--- src/rtl/bwq_pkg.sv ---
package bwq_pkg;
  typedef enum logic [1:0] {
    PH_IDLE = 2'd0,
    PH_PROC = 2'd1,
    PH_CTRL = 2'd2
  } phase_e;

  typedef enum logic [1:0] {
    CY_NONE = 2'd0,
    CY_READ = 2'd1,
    CY_FULL = 2'd2,
    CY_PART = 2'd3
  } cyc_e;
endpackage

--- src/rtl/bwq_byte_decode.sv ---
module bwq_byte_decode #(
  parameter int NUM_BYTES = 4
) (
  input  logic                 gw_ni,
  input  logic                 bwe_ni,
  input  logic [NUM_BYTES-1:0] bw_ni,
  output logic [NUM_BYTES-1:0] mask_o
);
  for (genvar i = 0; i < NUM_BYTES; i++) begin : g_lane
    // global write overrides lane selects
    assign mask_o[i] = ~gw_ni | (~bwe_ni & ~bw_ni[i]);
  end
endmodule

--- src/rtl/bwq_access_track.sv ---
module bwq_access_track
  import bwq_pkg::*;
(
  input  logic   clk_i,
  input  logic   rst_ni,
  input  logic   sel_i,
  input  logic   adsp_eff_i,
  input  logic   adsc_ni,
  output logic   proc_start_o,
  output logic   ctrl_start_o,
  output logic   cont_o,
  output phase_e phase_o
);
  phase_e phase_q, phase_d;
  logic   deselect;

  assign proc_start_o = sel_i & adsp_eff_i;
  assign ctrl_start_o = sel_i & ~adsc_ni & ~adsp_eff_i;
  assign deselect     = ~sel_i & (adsp_eff_i | ~adsc_ni);
  assign cont_o       = (phase_q != PH_IDLE) & ~adsp_eff_i & adsc_ni;

  always_comb begin
    phase_d = phase_q;
    if (proc_start_o)      phase_d = PH_PROC;
    else if (ctrl_start_o) phase_d = PH_CTRL;
    else if (deselect)     phase_d = PH_IDLE;
  end

  always_ff @(posedge clk_i or negedge rst_ni) begin
    if (!rst_ni) phase_q <= PH_IDLE;
    else         phase_q <= phase_d;
  end

  assign phase_o = phase_q;

  assert_deselect_idle_R10: assert property (@(posedge clk_i) disable iff (!rst_ni)
    deselect |=> phase_q == PH_IDLE);
  assert_proc_open_R3: assert property (@(posedge clk_i) disable iff (!rst_ni)
    proc_start_o |=> phase_q == PH_PROC);
  assert_ctrl_open_R5: assert property (@(posedge clk_i) disable iff (!rst_ni)
    ctrl_start_o |=> phase_q == PH_CTRL);
  assert_one_start_R6: assert property (@(posedge clk_i) disable iff (!rst_ni)
    !(proc_start_o && ctrl_start_o));
endmodule

--- src/rtl/bwq_ctrl.sv ---
module bwq_ctrl
  import bwq_pkg::*;
#(
  parameter int NUM_BYTES = 4
) (
  input  logic                 clk_i,
  input  logic                 rst_ni,
  input  logic                 cs1_ni,
  input  logic                 cs2_i,
  input  logic                 cs3_ni,
  input  logic                 adsp_ni,
  input  logic                 adsc_ni,
  input  logic                 gw_ni,
  input  logic                 bwe_ni,
  input  logic [NUM_BYTES-1:0] bw_ni,
  input  logic                 oe_ni,
  output logic [NUM_BYTES-1:0] we_o,
  output logic                 dq_oe_o,
  output logic [1:0]           cyc_o,
  output logic [1:0]           phase_o
);
  localparam logic [NUM_BYTES-1:0] ALL_LANES = '1;

  logic                 sel, adsp_eff;
  logic                 proc_start, ctrl_start, cont, access_now, wr_ok;
  logic [NUM_BYTES-1:0] mask;
  phase_e               phase;
  cyc_e                 cyc;

  assign sel      = ~cs1_ni & cs2_i & ~cs3_ni;
  assign adsp_eff = ~adsp_ni & ~cs1_ni;  // processor strobe masked by cs1

  bwq_byte_decode #(.NUM_BYTES(NUM_BYTES)) u_decode (
    .gw_ni  (gw_ni),
    .bwe_ni (bwe_ni),
    .bw_ni  (bw_ni),
    .mask_o (mask)
  );

  bwq_access_track u_track (
    .clk_i        (clk_i),
    .rst_ni       (rst_ni),
    .sel_i        (sel),
    .adsp_eff_i   (adsp_eff),
    .adsc_ni      (adsc_ni),
    .proc_start_o (proc_start),
    .ctrl_start_o (ctrl_start),
    .cont_o       (cont),
    .phase_o      (phase)
  );

  // write pins are ignored on the cycle opening a processor access
  assign wr_ok      = ctrl_start | cont;
  assign access_now = proc_start | wr_ok;
  assign we_o       = wr_ok ? mask : '0;
  assign dq_oe_o    = ~oe_ni & access_now & ~(|we_o);

  always_comb begin
    if (!access_now)            cyc = CY_NONE;
    else if (we_o == '0)        cyc = CY_READ;
    else if (we_o == ALL_LANES) cyc = CY_FULL;
    else                        cyc = CY_PART;
  end

  assign cyc_o   = cyc;
  assign phase_o = phase;

  assert_hiz_on_write_R7: assert property (@(posedge clk_i) disable iff (!rst_ni)
    (we_o != '0) |-> !dq_oe_o);
  assert_gw_all_lanes_R1: assert property (@(posedge clk_i) disable iff (!rst_ni)
    (we_o != '0 && !gw_ni) |-> (we_o == ALL_LANES));
  assert_proc_first_quiet_R3: assert property (@(posedge clk_i) disable iff (!rst_ni)
    (!adsp_ni && !cs1_ni && cs2_i && !cs3_ni) |-> (we_o == '0));
  assert_idle_quiet_R9: assert property (@(posedge clk_i) disable iff (!rst_ni)
    (phase_o == 2'd0 && adsc_ni && (adsp_ni || cs1_ni)) |-> (we_o == '0 && !dq_oe_o));
  assert_bwe_off_R2: assert property (@(posedge clk_i) disable iff (!rst_ni)
    (gw_ni && bwe_ni) |-> (we_o == '0));
  assert_read_kind_R11: assert property (@(posedge clk_i) disable iff (!rst_ni)
    dq_oe_o |-> (cyc_o == 2'd1));
endmodule

--- config.mk ---
export PLATFORM = sky130hd
export DESIGN_NAME = bwq_ctrl
export DESIGN_NICKNAME = d
export VERILOG_FILES = /design/src/rtl/bwq_pkg.sv /design/src/rtl/bwq_byte_decode.sv /design/src/rtl/bwq_access_track.sv /design/src/rtl/bwq_ctrl.sv
export SDC_FILE = /design/constraint.sdc
export NUM_CORES = 1
export LEC_CHECK = 0
export CORE_AREA = 5 5 42 44
export DETAILED_ROUTE_END_ITERATION = 12
export DIE_AREA = 0 0 47 49
export DONT_BUFFER_PORTS = 1
export SYNTH_ARGS = -nofsm -noshare
export SYNTH_HDL_FRONTEND = slang
export SYNTH_SLANG_ARGS = --single-unit
--- constraint.sdc ---
create_clock -name clk_i -period 1.2 [get_ports clk_i]
set_clock_uncertainty 0.05 [all_clocks]
set_input_delay 0 -clock clk_i [delete_from_list [all_inputs] [get_ports clk_i]]
set_output_delay 0 -clock clk_i [all_outputs]
set_load 0.1 [all_outputs]
==> results of run 1 <==
[power groups by stage]
stage	combinational (W)	sequential [W]	clock, W
6_report	0.000172	0.0000752	0.000145
5_1_grt	0.000179	0.0000753	0.000161
3_5_place_dp	0.000153	0.0000760	0
3_3_place_gp	0.000152	0.0000755	0
4_1_cts	0.000170	0.0000752	0.000153
2_1_floorplan	0.000105	0.0000951	0
[logic make-up (layout without fill, tap and decap cells)]
family | after synthesis | count (layout) | share of synthesized area [%]
AO/OA/AOI/OAI | 14 | 14 | 41.9
buffers and inverters | 0 | 14 | 0
flip-flops | 2 | 2 | 20.9
AND/OR/NAND/NOR | 14 | 14 | 37.2
[layer usage]
metal,vias up,track usage (%),routed length [um]
met4,0,8.29,28
met5,-,0,0
met3,4,3.32,133
met1,135,8.30,267
li1,147,-,-
met2,18,15.6,500
[cell type report]
type | count | area, um^2 | share of cell area (%)
Tap cell | 16 | 20.0 | 4.26
Clock buffer | 3 | 22.5 | 4.79
Timing Repair Buffer | 11 | 129 | 27.4
Multi-Input combinational cell | 28 | 241 | 51.3
Sequential cell | 2 | 57.6 | 12.2
[stage by stage]
| stage | setup WS [ps] | setup TNS (ps) | instance area (um^2) | utilization (%) | instances |
|---|---|---|---|---|---|
| CTS | -235 | -1300 | 463 | 33.0 | 60 |
| finish | -220 | -1190 | 470 | 33.6 | 60 |
| global route | -269 | -1570 | 470 | 33.6 | 60 |
| global placement | -54.9 | -291 | 383 | 27.3 | 52 |
| floorplan | -1120 | -3230 | 277 | - | 30 |
| detailed placement | -141 | -722 | 383 | 27.3 | 52 |
[timing repair]
| item | in CTS | in global routing |
|---|---|---|
| hold buffers | 5 | 0 |
| endpoints found under the hold margin | 4 | 0 |
| resized for setup | 3 | 1 |
| pin swaps | 6 | 0 |
| endpoints found under the setup margin | 7 | 7 |
[cells in the mapped netlist]
cell type,instances
and2_1,5
o21ai_0,7
o21a_1,1
nand2_1,4
o221ai_1,1
nor4b_1,1
or2_4,1
nand2b_1,1
o211ai_1,2
a21o_2,1
a41o_1,1
dfrtp_1,2
or4_1,1
or3b_4,1
a221oi_2,1
[critical path, cell delays in order (launching register included)]
cell,delay (ps)
dfrtp_4,410
o221ai_4,130
buf_6,140
a221oi_4,250
buf_12,210
[worst paths after layout]
| path | cells past startpoint | to | startpoint | slack (ps) |
|---|---|---|---|---|
| max in group asynchronous | 2 | u_track.phase_o[1] | rst_ni | 440 |
| max reg2reg | 3 | u_track.phase_o[1] | u_track.phase_o[1] | 130 |
| min | 3 | u_track.phase_o[0] | cs1_ni | 5 |
| min in group asynchronous | 2 | u_track.phase_o[0] | rst_ni | 500 |
| min reg2reg | 3 | u_track.phase_o[0] | u_track.phase_o[0] | 860 |
| max | 4 | dq_oe_o | u_track.phase_o[1] | -220 |
==> flow_metrics.tcl, run 1 <==
set metrics [dict create \
    die_area_mm2 0.00230 \
    via_count 304 \
    antenna_found_initial 0 \
    seqPwrFrac_pct 19.2 \
    path_max_fanout 3 \
    final_net_count 60 \
    p_per_area_mw_per_mm2 833 \
    route.antenna.remaining_nets 0 \
    cts.sinks 2 \
    drtPass1Iterations 1 \
    p_leak_nw 0.195 \
    grt_pass1_wl_um 1480 \
    synth.avg_cell_area_um2 7.97 \
    n_fill_cell 152 \
    max-clock-path-buffers 2 \
    p_sw_w 0.000154 \
    synthCells 30 \
    hold_ws_ps 4.69 \
    post_cts_buffers 0 \
    fin_crit_sh_pct 118 \
    die_w_um 47 \
    ys_seq_area_share_pct 20.9 \
    max_freq_mhz 704 \
    relSlewSlack_pct 79.6 \
    endpoint_kind "primary output" \
    vdd_drop_max_mv 0.135 \
    grtUsageTotal_pct 9.42 \
    p_clk_share_pct 37.0 \
    fin_crit_ps 1420 \
    setup_violations 7 \
    wl_per_cell_um 15.5 \
    syn2layout_area_growth_pct 96.9 \
    drive_gt1_share_pct 52.3 \
    worst_pin_slew_ps 302 \
    finalHoldViolations 0 \
    cts_made_buffers 3 \
    layout_commonest_cell "o21ai_0" \
    io_pins 23 \
    largest_register_ffs 2 \
    p_int_w 0.000238 \
    syn_nets 44 \
    die_h_um 49 \
    viasPerCell 5.07 \
    coreArea_mm2 0.00140 \
    critPathLaunchType "flop" \
    yosysWarnings 0 \
    grt_pass1_vias 344 \
    totalPowerFinal_w 0.000392 \
    drv_cap 0 \
    htreeDepth 1 \
    route.detailed.drc 0 \
    rsz0062_at_grt "true" \
    cts_tree "yes" \
    gp_congestion 0.693 \
    netlist.area_leader.share_pct 20.9 \
    yosysTopAreaCell "dfrtp_1" \
    crit_arrival_ps 1370 \
    io_buffers 0 \
    min_path_type "in -> reg" \
    clockRootBuffer "clkbuf_4" \
    routed_wl_um 930 \
    syn-cell-area_um2 239 \
    final_cell_mix "o21ai_0, and2_4, dlygate4sd3_1" \
    p_sw_share_pct 39.3 \
    grt_max_degree 8 \
    antennaDiodeCount 0 \
    dp.final_hpwl_um 751 \
    start_util_pct 17.1 \
    final.setup.worst_slack_ps -220 \
    rows 14 \
    maxSlewViolCount 0 \
    synth_seq_cells 2 \
    clkSlewWorstSetupHoldPaths_ps 30 \
    yosysUniqueCellTypes 15 \
    overflow 0 \
    clock_latency_ps 220 \
    required_ps 1150 \
    drtIter0Drc 0 \
    synth.top_cells.by_area "dfrtp_1, o21ai_0, and2_1" \
    critPathKind "reg -> out" \
    p_comb_share_pct 43.9 \
    status "finished, violations left" \
    violations "setup timing" \
]
Power figures use the tool's default switching activity.
==> run 2: changes to the inputs <==
Settings changed: HOLD_SLACK_MARGIN set to 0.15.
==> flow_metrics.tcl, run 2 (same netlist as run 1, synthesis figures left out) <==
set metrics [dict create \
    maxSlewViolCount 0 \
    viasPerCell 5.05 \
    post_cts_buffers 0 \
    p_per_area_mw_per_mm2 823 \
    grtUsageTotal_pct 10.5 \
    syn2layout_area_growth_pct 106 \
    critPathKind "reg -> out" \
    clockRootBuffer "clkbuf_4" \
    endpoint "dq_oe_o" \
    fin_crit_ps 1440 \
    critical_path.top_delay_family "flip-flops" \
    cp_slowest_stage_delay_ps 420 \
    crit_arrival_ps 1390 \
    max_freq_mhz 696 \
    path_depth 4 \
    p_leak_nw 0.200 \
    violations "setup timing" \
    largest_register_ffs 2 \
    drv_cap 0 \
    io_buffers 0 \
    crit_start "u_track.phase_o[1]" \
    r2r_end "u_track.phase_o[1]" \
    grt_pass1_wl_um 1640 \
    via_count 318 \
    route.detailed.drc 0 \
    vdd_drop_max_mv 0.128 \
    cts.sinks 2 \
    rr_startpoint "u_track.phase_o[1]" \
    path_max_fanout 3 \
    clkSlewWorstSetupHoldPaths_ps 30 \
    final_cell_mix "dlygate4sd3_1, o21ai_0, and2_4" \
    final.setup.worst_slack_ps -236 \
    critPathLaunchType "flop" \
    route.antenna.remaining_nets 0 \
    die_w_um 47 \
    cp_slowest_cell "dfrtp_4" \
    grt_pass1_vias 357 \
    clock_latency_ps 230 \
    rrSetupSlack_ps 120 \
    cts_made_buffers 3 \
    finalHoldViolations 0 \
    start_util_pct 17.1 \
    grt_max_degree 8 \
    rows 14 \
    fin_crit_sh_pct 120 \
    htreeDepth 1 \
    cp.buffers_inverters 2 \
    utilization_pct 35.2 \
    totalPowerFinal_w 0.000406 \
    dp.final_hpwl_um 751 \
    required_ps 1150 \
    die_h_um 49 \
    io_pins 23 \
    wl_per_cell_um 17.0 \
    endpoint_kind "primary output" \
    status "finished, violations left" \
    routed_wl_um 1070 \
    layout_commonest_cell "dlygate4sd3_1" \
    max-clock-path-buffers 2 \
    cp_cell_sequence "o221ai_4, buf_6, a221oi_4, buf_12" \
    die_area_mm2 0.00230 \
    antenna_found_initial 0 \
    drive_gt1_share_pct 46.8 \
    place_ws_ps -141 \
    drtPass1Iterations 2 \
    gp_congestion 0.693 \
    overflow 0 \
    rsz0062_at_grt "true" \
    final_net_count 63 \
    relSlewSlack_pct 78.1 \
    hold_ws_ps 171 \
    min_path_type "in -> reg" \
    antennaDiodeCount 0 \
    drtIter0Drc 2 \
    worst_pin_slew_ps 324 \
    rr_worst_depth 3 \
    cts_tree "yes" \
    coreArea_mm2 0.00140 \
    setup_violations 7 \
]
[run 2: cell count changes in the layout (fill, tap and decap cells not counted), sizes merged]
cell,before,now
dlygate4sd3,5,8
[run 2: metal layers]
metal,global-route usage (%),wire length [um]
met1,8.32,332
met2,18.8,590
met4,8.29,28
met3,3.69,119
met5,0,0
[run 2: worst min-delay path by stage]
stage | from | cells past startpoint | slack, ps | end
2_1_floorplan | rst_ni | 0 | -350 | u_track.phase_o[0]
3_3_place_gp | rst_ni | 0 | -350 | u_track.phase_o[0]
3_5_place_dp | rst_ni | 0 | -350 | u_track.phase_o[1]
4_1_cts | cs1_ni | 4 | 170 | u_track.phase_o[0]
5_1_grt | cs1_ni | 4 | 200 | u_track.phase_o[0]
6_report | cs1_ni | 4 | 170 | u_track.phase_o[0]
[run 2: report_power, final]
| group | internal [W] | leakage (nW) | total [W] | switching, W |
|---|---|---|---|---|
| sequential | 0.0000722 | 0.0237 | 0.0000753 | 0.00000313 |
| combinational | 0.0000604 | 0.163 | 0.000179 | 0.000118 |
| clock | 0.000111 | 0.0138 | 0.000152 | 0.0000414 |
[run 2: repair_timing]
item	4_1_cts	5_1_grt
resized for setup	3	0
cloned	0	0
pin swaps	6	0
hold buffers	8	0
setup endpoints to repair	7	7
endpoints found under the hold margin	5	0
[run 2: final cells by class]
class                      count  area, um^2
fill                         152         908
sequential                     2        57.6
clock buffer                   3        22.5
multi-input combinational     28         234
tap                           16        20.0
timing repair buffer          14         159
[run 2: per-stage QoR]
stage / area, um^2 / std cells / setup TNS, ps
CTS: 493 / 63 / -1300
finish: 493 / 63 / -1310
global route: 493 / 63 / -1690
global placement: 383 / 52 / -291
floorplan: 277 / 30 / -3230
detailed placement: 383 / 52 / -722
[run 2: worst register-to-register path: cells and delay by family (launching register included)]
family,cells,cell delay (ps)
AND/OR/NAND/NOR,1,90
AO/OA/AOI/OAI,1,80
buffers and inverters,1,250
flip-flops,1,480
==> run 3: changes to the inputs <==
Settings changed: SYNTH_HIERARCHICAL set to 1.
==> flow_metrics.tcl, run 3 <==
set metrics [dict create \
    grtUsageTotal_pct 8.16 \
    route.met3.wl_um 121 \
    cts_made_buffers 3 \
    synthCells 28 \
    grt_max_degree 5 \
    antennaDiodeCount 0 \
    p_clk_share_pct 30.7 \
    drv_cap 0 \
    route.antenna.remaining_nets 0 \
    async_reset_ff_share_pct 100 \
    status "finished, violations left" \
    overflow 0 \
    required_ps 1150 \
    maxSlewViolCount 0 \
    route.detailed.drc 0 \
    endpoint_kind "primary output" \
    die_w_um 47 \
    rsz0062_at_grt "true" \
    final.setup.worst_slack_ps -442 \
    clkSlewWorstSetupHoldPaths_ps 30 \
    critPathKind "reg -> out" \
    ys_seq_area_share_pct 23.7 \
    drive_gt1_share_pct 69.6 \
    io_buffers 0 \
    drtPass1Iterations 2 \
    synth.avg_cell_area_um2 7.55 \
    largest_register_ffs 2 \
    clockRootBuffer "clkbuf_4" \
    grt_pass1_wl_um 1310 \
    viasPerCell 4.39 \
    highest_layer "met3" \
    yosysTopAreaCell "dfrtp_1" \
    setup_violations 7 \
    syn2layout_area_growth_pct 199 \
    p_leak_nw 0.273 \
    die_area_mm2 0.00230 \
    path_max_fanout 4 \
    synth_edf_count 0 \
    p_sw_share_pct 39.3 \
    hold_ws_ps -127 \
    cts_hold_buf 2 \
    coreArea_mm2 0.00140 \
    routed_wl_um 843 \
    met2WireLength_um 409 \
    syn-cell-area_um2 211 \
    yosysWarnings 6 \
    synth_seq_cells 2 \
    p_per_area_mw_per_mm2 748 \
    yosysUniqueCellTypes 17 \
    synth.top_cells.by_area "dfrtp_1, o211a_1, o21ai_1" \
    p_int_w 0.000287 \
    via_count 316 \
    p_sw_w 0.000186 \
    vdd_drop_max_mv 0.526 \
    final_net_count 72 \
    wl_met1_um 311 \
    p_comb_share_pct 53.8 \
    violations "hold timing, setup timing" \
    antenna_found_initial 0 \
    gp_congestion 0.736 \
    seqPwrFrac_pct 15.5 \
    layout_commonest_cell "buf_4" \
    wl_per_cell_um 11.7 \
    ys.flop_type "dfrtp_1" \
    max_freq_mhz 609 \
    fin_crit_ps 1640 \
    finalHoldViolations 2 \
    relSlewSlack_pct 76.0 \
    fin_crit_sh_pct 137 \
    grt_pass1_vias 315 \
    start_util_pct 15.1 \
    final_cell_mix "buf_4, buf_12, o21ai_1" \
    cts_tree "yes" \
    htreeDepth 1 \
    worst_pin_slew_ps 359 \
    die_h_um 49 \
    totalPowerFinal_w 0.000473 \
    rows 14 \
    netlist.area_leader.share_pct 23.7 \
    io_pins 23 \
    critPathLaunchType "flop" \
    clock_latency_ps 220 \
    max-clock-path-buffers 2 \
    crit_arrival_ps 1590 \
    cts.sinks 2 \
    drtIter0Drc 5 \
    synthTopCellsByCount "nor2_1, o21ai_1, nor2b_1" \
    syn_nets 42 \
    utilization_pct 45.1 \
    min_path_type "in -> reg" \
]
run 3: repair_timing:
item                                    in CTS  in global routing
endpoints found under the setup margin       7                  7
endpoints found under the hold margin        4                  2
buffers inserted                             2                  0
pin swaps                                    6                  0
resized for setup                            7                  0
run 3: critical path, stage by stage (launching register included):
cell and delay (ps):
dfrtp_4 460, o211a_4 270, or3_1 320, o211a_4 150, buf_12 160
run 3: worst paths after layout:
kind | to | slack, ps | start | cells past startpoint
max reg2reg | u_track/phase_o[0] | 100 | u_track/phase_o[0] | 2
max | dq_oe_o | -440 | u_track/phase_o[0] | 4
min | u_track/phase_o[1] | -130 | adsc_ni | 2
min reg2reg | u_track/phase_o[1] | 840 | u_track/phase_o[1] | 3
min in group asynchronous | u_track/phase_o[0] | 510 | rst_ni | 2
max in group asynchronous | u_track/phase_o[1] | 440 | rst_ni | 2
run 3: final cells by class:
type | instances | area [um^2]
Multi-Input combinational cell | 24 | 233
Inverter | 2 | 7.51
Timing Repair Buffer | 25 | 292
Fill cell | 132 | 769
Tap cell | 16 | 20.0
Clock buffer | 3 | 22.5
Sequential cell | 2 | 57.6
run 3: power groups by stage:
| stage | combinational, W | clock, W | sequential [W] |
|---|---|---|---|
| floorplan | 0.000136 | 0 | 0.0000921 |
| global placement | 0.000235 | 0 | 0.0000741 |
| detailed placement | 0.000237 | 0 | 0.0000742 |
| CTS | 0.000255 | 0.000155 | 0.0000733 |
| global route | 0.000264 | 0.000164 | 0.0000735 |
| finish | 0.000254 | 0.000145 | 0.0000734 |
run 3: metal layers:
layer	up-vias	GRT usage, %
met3	0	3.32
met5	-	0
met2	21	11.3
met4	0	5.53
met1	137	9.87
li1	158	-
run 3: kinds of logic (layout without fill, tap and decap cells):
group	Yosys count	in the layout	synth area share, %
buffers and inverters	2	30	3.55
AOI/OAI and AO/OA	10	10	33.1
DFF	2	2	23.7
and+or+nand+nor	14	14	39.6
run 3: stage by stage:
| stage | cells | setup WS [ps] | cell area, um^2 | TNS (ps) |
|---|---|---|---|---|
| final | 72 | -442 | 632 | -2750 |
| after detailed placement | 65 | -281 | 546 | -990 |
| after CTS | 72 | -451 | 632 | -2800 |
| after global routing | 72 | -480 | 632 | -3080 |
| after floorplan | 28 | -729 | 293 | -2950 |
| after global placement | 65 | -276 | 546 | -929 |
